<file path="config.mk">
export PLATFORM = sky130hd
export DESIGN_NAME = scu_regbank
export DESIGN_NICKNAME = d
export VERILOG_FILES = /design/src/rtl/scu_regs_pkg.sv /design/src/rtl/scu_addr_decode.sv /design/src/rtl/scu_cfg_word.sv /design/src/rtl/scu_byte_merge.sv /design/src/rtl/scu_regbank.sv
export SDC_FILE = /design/constraint.sdc
export NUM_CORES = 1
export LEC_CHECK = 0
export BUFFER_PORTS_ARGS = -buffer_cell sky130_fd_sc_hd__buf_2
export CAP_MARGIN = 20
export CELL_PAD_IN_SITES_DETAIL_PLACEMENT = 0
export CELL_PAD_IN_SITES_GLOBAL_PLACEMENT = 2
export CORE_MARGIN = 1.5
export CORE_UTILIZATION = 30
export CTS_CLUSTER_SIZE = 24
export DETAILED_ROUTE_END_ITERATION = 8
export HOLD_SLACK_MARGIN = 0.02
export MAX_ROUTING_LAYER = met4
export PLACE_DENSITY = 0.92
export SLEW_MARGIN = 20
export SYNTH_ARGS = -nofsm -noshare
export SYNTH_HDL_FRONTEND = slang
export SYNTH_SLANG_ARGS = --single-unit
</file>
<file path="constraint.sdc">
create_clock -name clk -period 1.08 [get_ports clk]
set_input_delay 0.054 -clock clk [delete_from_list [all_inputs] [get_ports clk]]
set_output_delay 0.054 -clock clk [all_outputs]
set_load 0.02 [all_outputs]
</file>
<file path="src/rtl/scu_regs_pkg.sv">
package scu_regs_pkg;

    localparam int DW = 32;

    // word offsets (byte address bits 7:2)
    localparam logic [5:0] W_CTRL   = 6'h00;
    localparam logic [5:0] W_CFG    = 6'h01;
    localparam logic [5:0] W_PWR    = 6'h02;
    localparam logic [5:0] W_INV    = 6'h03;
    localparam logic [5:0] W_FILT_S = 6'h10;
    localparam logic [5:0] W_FILT_E = 6'h11;

    typedef enum logic [2:0] {
        SEL_CTRL,
        SEL_CFG,
        SEL_PWR,
        SEL_QUIET,
        SEL_UNSUP
    } sel_e;

    typedef struct packed {
        logic          ctrl;
        logic [DW-1:0] pwr;
        logic [DW-1:0] rdata;
        logic          unsup;
    } regs_t;

endpackage

</file>
<file path="src/rtl/scu_addr_decode.sv">
module scu_addr_decode
    import scu_regs_pkg::*;
#(
    parameter int WIN_AW = 8
) (
    input  logic [WIN_AW-1:0] off_i,
    output sel_e              sel_o
);
    localparam int WORD_AW = WIN_AW - 2;

    logic [WORD_AW-1:0] word;
    logic [1:0]         unused_lane;

    assign word        = off_i[WIN_AW-1:2];
    assign unused_lane = off_i[1:0];

    always_comb begin
        unique case (word)
            WORD_AW'(W_CTRL):   sel_o = SEL_CTRL;
            WORD_AW'(W_CFG):    sel_o = SEL_CFG;
            WORD_AW'(W_PWR):    sel_o = SEL_PWR;
            WORD_AW'(W_INV),
            WORD_AW'(W_FILT_S),
            WORD_AW'(W_FILT_E): sel_o = SEL_QUIET;
            default:            sel_o = SEL_UNSUP;
        endcase
    end
endmodule

</file>
<file path="src/rtl/scu_cfg_word.sv">
module scu_cfg_word #(
    parameter int NUM_CPU = 4,
    parameter int DW      = 32
) (
    output logic [DW-1:0] cfg_o
);
    localparam int unsigned PRESENT = (1 << NUM_CPU) - 1;
    localparam int unsigned CNT_M1  = NUM_CPU - 1;

    assign cfg_o = DW'((PRESENT << 4) | CNT_M1);
endmodule

</file>
<file path="src/rtl/scu_byte_merge.sv">
module scu_byte_merge #(
    parameter int DW = 32
) (
    input  logic [DW-1:0]   old_i,
    input  logic [DW-1:0]   new_i,
    input  logic [DW/8-1:0] strb_i,
    output logic [DW-1:0]   merged_o
);
    localparam int LANES = DW / 8;

    for (genvar k = 0; k < LANES; k++) begin : g_lane
        assign merged_o[8*k +: 8] = strb_i[k] ? new_i[8*k +: 8] : old_i[8*k +: 8];
    end
endmodule

</file>
<file path="src/rtl/scu_regbank.sv">
module scu_regbank
    import scu_regs_pkg::*;
#(
    parameter int NUM_CPU = 4,
    parameter int ADDR_W  = 32,
    parameter int WIN_AW  = 8
) (
    input  logic              clk,
    input  logic              rst_n,
    input  logic              req_i,
    input  logic              we_i,
    input  logic [ADDR_W-1:0] addr_i,
    input  logic [DW/8-1:0]   wstrb_i,
    input  logic [DW-1:0]     wdata_i,
    output logic [DW-1:0]     rdata_o,
    output logic              unsup_o
);
    if (NUM_CPU < 1 || NUM_CPU > 4) begin : g_bad_cpu
        $fatal(1, "scu_regbank: NUM_CPU must be 1..4");
    end
    if (ADDR_W <= WIN_AW) begin : g_bad_aw
        $fatal(1, "scu_regbank: ADDR_W must exceed WIN_AW");
    end

    sel_e          sel;
    logic [DW-1:0] cfg_word;
    logic [DW-1:0] pwr_merged;
    logic          unused_addr_hi;

    // power-on load doubles as the defined initial value of the power word
    regs_t regs_q = '0;
    regs_t regs_d;

    assign unused_addr_hi = ^addr_i[ADDR_W-1:WIN_AW];

    scu_addr_decode #(.WIN_AW(WIN_AW)) dec_i (
        .off_i (addr_i[WIN_AW-1:0]),
        .sel_o (sel)
    );

    scu_cfg_word #(.NUM_CPU(NUM_CPU), .DW(DW)) cfg_i (
        .cfg_o (cfg_word)
    );

    scu_byte_merge #(.DW(DW)) merge_i (
        .old_i    (regs_q.pwr),
        .new_i    (wdata_i),
        .strb_i   (wstrb_i),
        .merged_o (pwr_merged)
    );

    always_comb begin
        regs_d       = regs_q;
        regs_d.unsup = req_i && (sel == SEL_UNSUP);

        if (req_i && we_i) begin
            unique case (sel)
                SEL_CTRL: if (wstrb_i[0]) regs_d.ctrl = wdata_i[0];
                SEL_PWR:  regs_d.pwr = pwr_merged;
                default:  ;
            endcase
        end

        if (req_i && !we_i) begin
            unique case (sel)
                SEL_CTRL: regs_d.rdata = {{(DW-1){1'b0}}, regs_q.ctrl};
                SEL_CFG:  regs_d.rdata = cfg_word;
                SEL_PWR:  regs_d.rdata = regs_q.pwr;
                default:  regs_d.rdata = '0;
            endcase
        end
    end

    always_ff @(posedge clk or negedge rst_n) begin
        if (!rst_n) begin
            regs_q.ctrl  <= 1'b0;
            regs_q.rdata <= '0;
            regs_q.unsup <= 1'b0;
        end else begin
            regs_q <= regs_d;
        end
    end

    assign rdata_o = regs_q.rdata;
    assign unsup_o = regs_q.unsup;
endmodule

</file>
**After elaboration in Yosys (flattened, before gate mapping)**

Index checks and enable logic that the tools add are counted.

- Muxes and demuxes: 2
- Equal/unequal tests: 8
- Reduce and logical (&&, ||, !) cells: 12

Operator list:

| operator | count |
|---|---|
| case mux 32 bit (3 select lines) | 1 |
| AND reduction 4 bit | 4 |
| == test 6 x 2 -> 1 bit, second input constant | 2 |
| == test 6 x 5 -> 1 bit, second input constant | 2 |
| case mux 3 bit (4 select lines) | 1 |
| == test 6 x 1 -> 1 bit, second input constant | 1 |
| zero test 6 bit | 1 |
| == test 3 x 1 -> 1 bit, second input constant | 1 |
| == test 3 x 2 -> 1 bit, second input constant | 1 |
| == test 3 bit, second input constant | 1 |
| logical AND 1 bit | 3 |
| zero test 3 bit | 1 |
| AND reduction 3 bit | 1 |
| OR reduction 3 bit | 1 |
| zero test 1 bit | 1 |

- Output and inout port bits: 33
- Flip-flop bits (word level): 66
- Input port bits: 72
- Word-level logic and storage cells: 29

**Logic depth before layout (Yosys ltp)**

- Word-level depth: 5
- Gate-level depth with buffers: 5
- Mapped depth without buffers: 3

**By module**

From an unflattened synthesis, not the netlist that was laid out.

- Cells, all modules: 298
- Area total of the unflattened synthesis: 3617.2 µm²

By module, submodules not included:

| module | instances | seq. area each (µm²) | cells an instance | area each (µm²) |
|---|---|---|---|---|
| scu_regbank | 1 | 1811.7 | 221 | 2796.4 |
| scu_byte_merge | 1 | 0.0 | 36 | 525.5 |
| scu_cfg_word | 1 | 0.0 | 34 | 247.7 |
| scu_addr_decode | 1 | 0.0 | 7 | 47.5 |

**Least setup slack after synthesis**

Ideal clock, no wire load.

- Path kind: input-to-reg
- From: input addr_i[6]
- To: register regs_q[33] (netlist bit), enable pin
- Setup time: 0.332 ns
- Stages: 3
- Buffers on the path: 0
- Data required time: 0.748 ns
- Arrival time: 0.903 ns
- Slack: -0.155 ns
- Path through: nor4_4 and3_1 and2_1

- Longest elaborated chain between the ends: 5
- Elaborated cells between the ends (all ways): 10
- Classes of those cells: eq/ne (6); mux (1); reduce/logical (3)

Ends and longest elaborated chain:

| element | line | RTL |
|---|---|---|
| from (decl) | scu_regbank.sv:12 | `input logic [ADDR_W-1:0] addr_i,` |
| == test 6 x 2 -> 1 bit / == test 6 x 5 -> 1 bit (equally long branches) | scu_addr_decode.sv:18 | `unique case (word)` |
| OR reduction 3 bit | scu_addr_decode.sv:18 |  |
| case mux 3 bit (4 select lines) (*) | scu_addr_decode.sv:18 |  |
| == test 3 x 2 -> 1 bit (*) | scu_regbank.sv:57 | `unique case (sel)` |
| AND reduction 4 bit (no source line) (*) | n/a |  |
| to (signal assigned) | scu_regbank.sv:80 | `regs_q <= regs_d;` |
| to (decl) | scu_regbank.sv:31 | `regs_t regs_q = '0;` |

Every way passes the cells marked *; elsewhere a longest branch is shown, timed or not.
A chain may end at the register's enable or synchronous reset.

==> run metrics <==
outcome=finished clean; Total Neg Setup Slack=0 ns; RSZ-0062 raised after global routing=false; Ports=~110; share of flip-flops with an asynchronous set or reset=about half; fill count=863; Syn. warnings=0; first-pass GRT wire length=around 9.3 mm; die height=about 97 um; actual slew at the worst max-slew pin=0.455 ns; HPWL after detailed placement=3.99 mm; library cells used by synthesis=23; nets=391; Reg clk slew, reported paths=0.08 ns; Startpoint Class=input port; mean routed wirelength per cell=roughly 13 um; largest net degree at the start of global routing=35; crit path DAT=1.18 ns; slowest CP cell=dlygate4sd3_1; Slew HR=a little over two thirds; initial antenna violation count=0; CTS tree=yes; Max VDD drop=742 uV; Port Buffer Count=78; Root Driver=clkbuf_8; Vias/cell=4.25; Via Count=~1800; Final ANT Viol Nets=0; final setup violation count=0; kind of critical path=input port to flip-flop; Congestion Overflow GR=0; Pins Over Slew Limit=0; synthesized flop and latch total=66; CP max FO=2; number of CTS-inserted buffers=9; Initial Util=between 30% and 40%; die width=a little under 100 um; Synth Cell Area=about 0.0027 sq mm; net count of the mapped netlist=~290; Core Footprint=0.00868 sq mm; Gate Count Post-Synth=roughly 220; Buf/Inv on CP=2; Top delay family on crit path=buffers and inverters; EDFF count, synth=32; Mapped Avg Cell Area=12.0 sq um; Fin. Hold Viols=0; post-CTS setup buffer count=0; depth of the CTS H-tree=3; die area=about 0.0094 sq mm; Clock Path Buffers=2; Detailed Route Iter0 Violations=~70; clk_lat worst skew=around 0.34 ns; vias in the first global route=between 1500 and 2000; CP max stage delay=between 0.5 and 0.6 ns; Worst Clk Skew=about 0.0087 ns; Post-Route WL=about 5.7 mm; hold crit path type=input port to flip-flop; Core Rows=34; sequential area share after synthesis=between 60% and 70%; DR pass1 iterations=4; clock sinks=66; commonest non-fill, non-tap cell in the layout=buf_2; most frequent cells in the layout=buf_2 (78), nand2_1 (58), dlygate4sd3_1 (36); R2R Setup Slk=~0.16 ns; PD cells=about 1500 mW/mm^2; leakage power=0.00160 uW; period utilisation layout=approximately nine tenths; Req. time, crit path=between 1 and 1.5 ns; area grow syn2layout=35.4%; DRC Markers=0; GP Congestion=0.752; Core Util, Final=roughly 42%; fin crit period=roughly 0.96 ns; max_cap viols=0; total track usage=approximately an eighth; fraction of layout instances using a drive strength above 1=between 30% and 40%; Achievable Freq=roughly 1000 MHz; crit end category=flip-flop; Critical Path, Cell by Cell=buf_2, dlygate4sd3_1, a2111oi_1, nor2b_1; predominant post-synthesis flop cell=dfrtp_1; Antenna diodes=0
## registers in the layout, indices dropped and copies added, names as in the netlist
| signal | count |
|---|---|
| unsup_o | 1 |
| rdata_o | 32 |
| regs_q | 33 |
## worst min-delay path, stage by stage
cell and delay (ns):
buf_2 0.11, a2111oi_1 0.08, nor2b_1 0.09
## cell usage after synthesis (3+ instances only)
cell type,count,area (sq um)
buf_2,3,15.0
clkbuf_1,3,11.3
nor2b_1,3,18.8
o21ai_1,9,45.0
nand2_1,58,218
and2_1,5,31.3
buf_4,32,240
edfxtp_1,32,961
a21oi_1,6,30.0
dfrtp_1,34,851
o21ai_0,22,110
## cell type report
class	instances	area [sq um]	share of cell area, %
sequential	66	1810	50.3
clock buffer	9	124	3.44
timing repair buffer	126	853	23.7
clock inverter	7	101	2.81
multi-input combinational	116	579	16.1
tap	108	135	3.75
## kinds of logic (layout without fill, tap and decap cells)
logic type	count (synthesis)	after routing	share of synthesized area (%)
DFF	66	66	68.1
muxes	1	1	0.423
and+or+nand+nor	76	76	13.0
buffers and inverters	40	142	10.9
AOI/OAI and AO/OA	39	39	7.62
## what timing repair did
item                                   in CTS  in global routing
setup endpoints to repair                   0                  1
hold buffers                               36                  0
endpoints found under the hold margin      68                  0
gates resized for setup                     0                  1
## where the power goes
| part | internal [uW] | switching (uW) | total, uW | leakage, uW |
|---|---|---|---|---|
| Sequential | 2650 | 7.92 | 2660 | 0.000759 |
| Combinational | 205 | 179 | 384 | 0.000735 |
| Clock | 1320 | 993 | 2310 | 0.000106 |
| Total | 4180 | 1180 | 5360 | 0.00160 |
## worst paths after layout
kind                                               from                 endpoint  depth (start not counted)
worst max-delay path                          addr_i[5]        unsup_o$_DFF_PN0_                          4
worst min-delay path                          addr_i[6]        unsup_o$_DFF_PN0_                          3
worst max register to register   regs_q[65]$_DFFE_PN0P_   rdata_o[0]$_DFFE_PN0P_                          3
worst min register to register  rdata_o[20]$_DFFE_PN0P_  rdata_o[20]$_DFFE_PN0P_                          2
max in group asynchronous                         rst_n   rdata_o[7]$_DFFE_PN0P_                          3
min in group asynchronous                         rst_n  rdata_o[30]$_DFFE_PN0P_                          3
## metal layers
layer / share of wire (%) / up-vias / track usage, % / routed length, um
li1: - / 912 / - / -
met1: 45 / 862 / 15.2 / 2570
met2: 48 / 51 / 21.3 / 2750
met3: 4.4 / 10 / 4.10 / 249
met4: 2.1 / 0 / 6.69 / 117
met5: 0 / - / - / 0
## per-stage QoR
stage	instances	hold slack, ns	power [uW]	worst slack [ns]	instance area (sq um)
after global routing	432	0.0722	5580	0.0406	3600
after floorplan	222	-0.242	2830	-0.0393	2680
after global placement	380	0.223	3000	-0.161	3020
final	432	0.0342	5360	0.118	3600
after detailed placement	380	0.233	3000	-0.171	3020
after CTS	432	0.0286	5430	0.102	3600
Power figures use the tool's default switching activity.
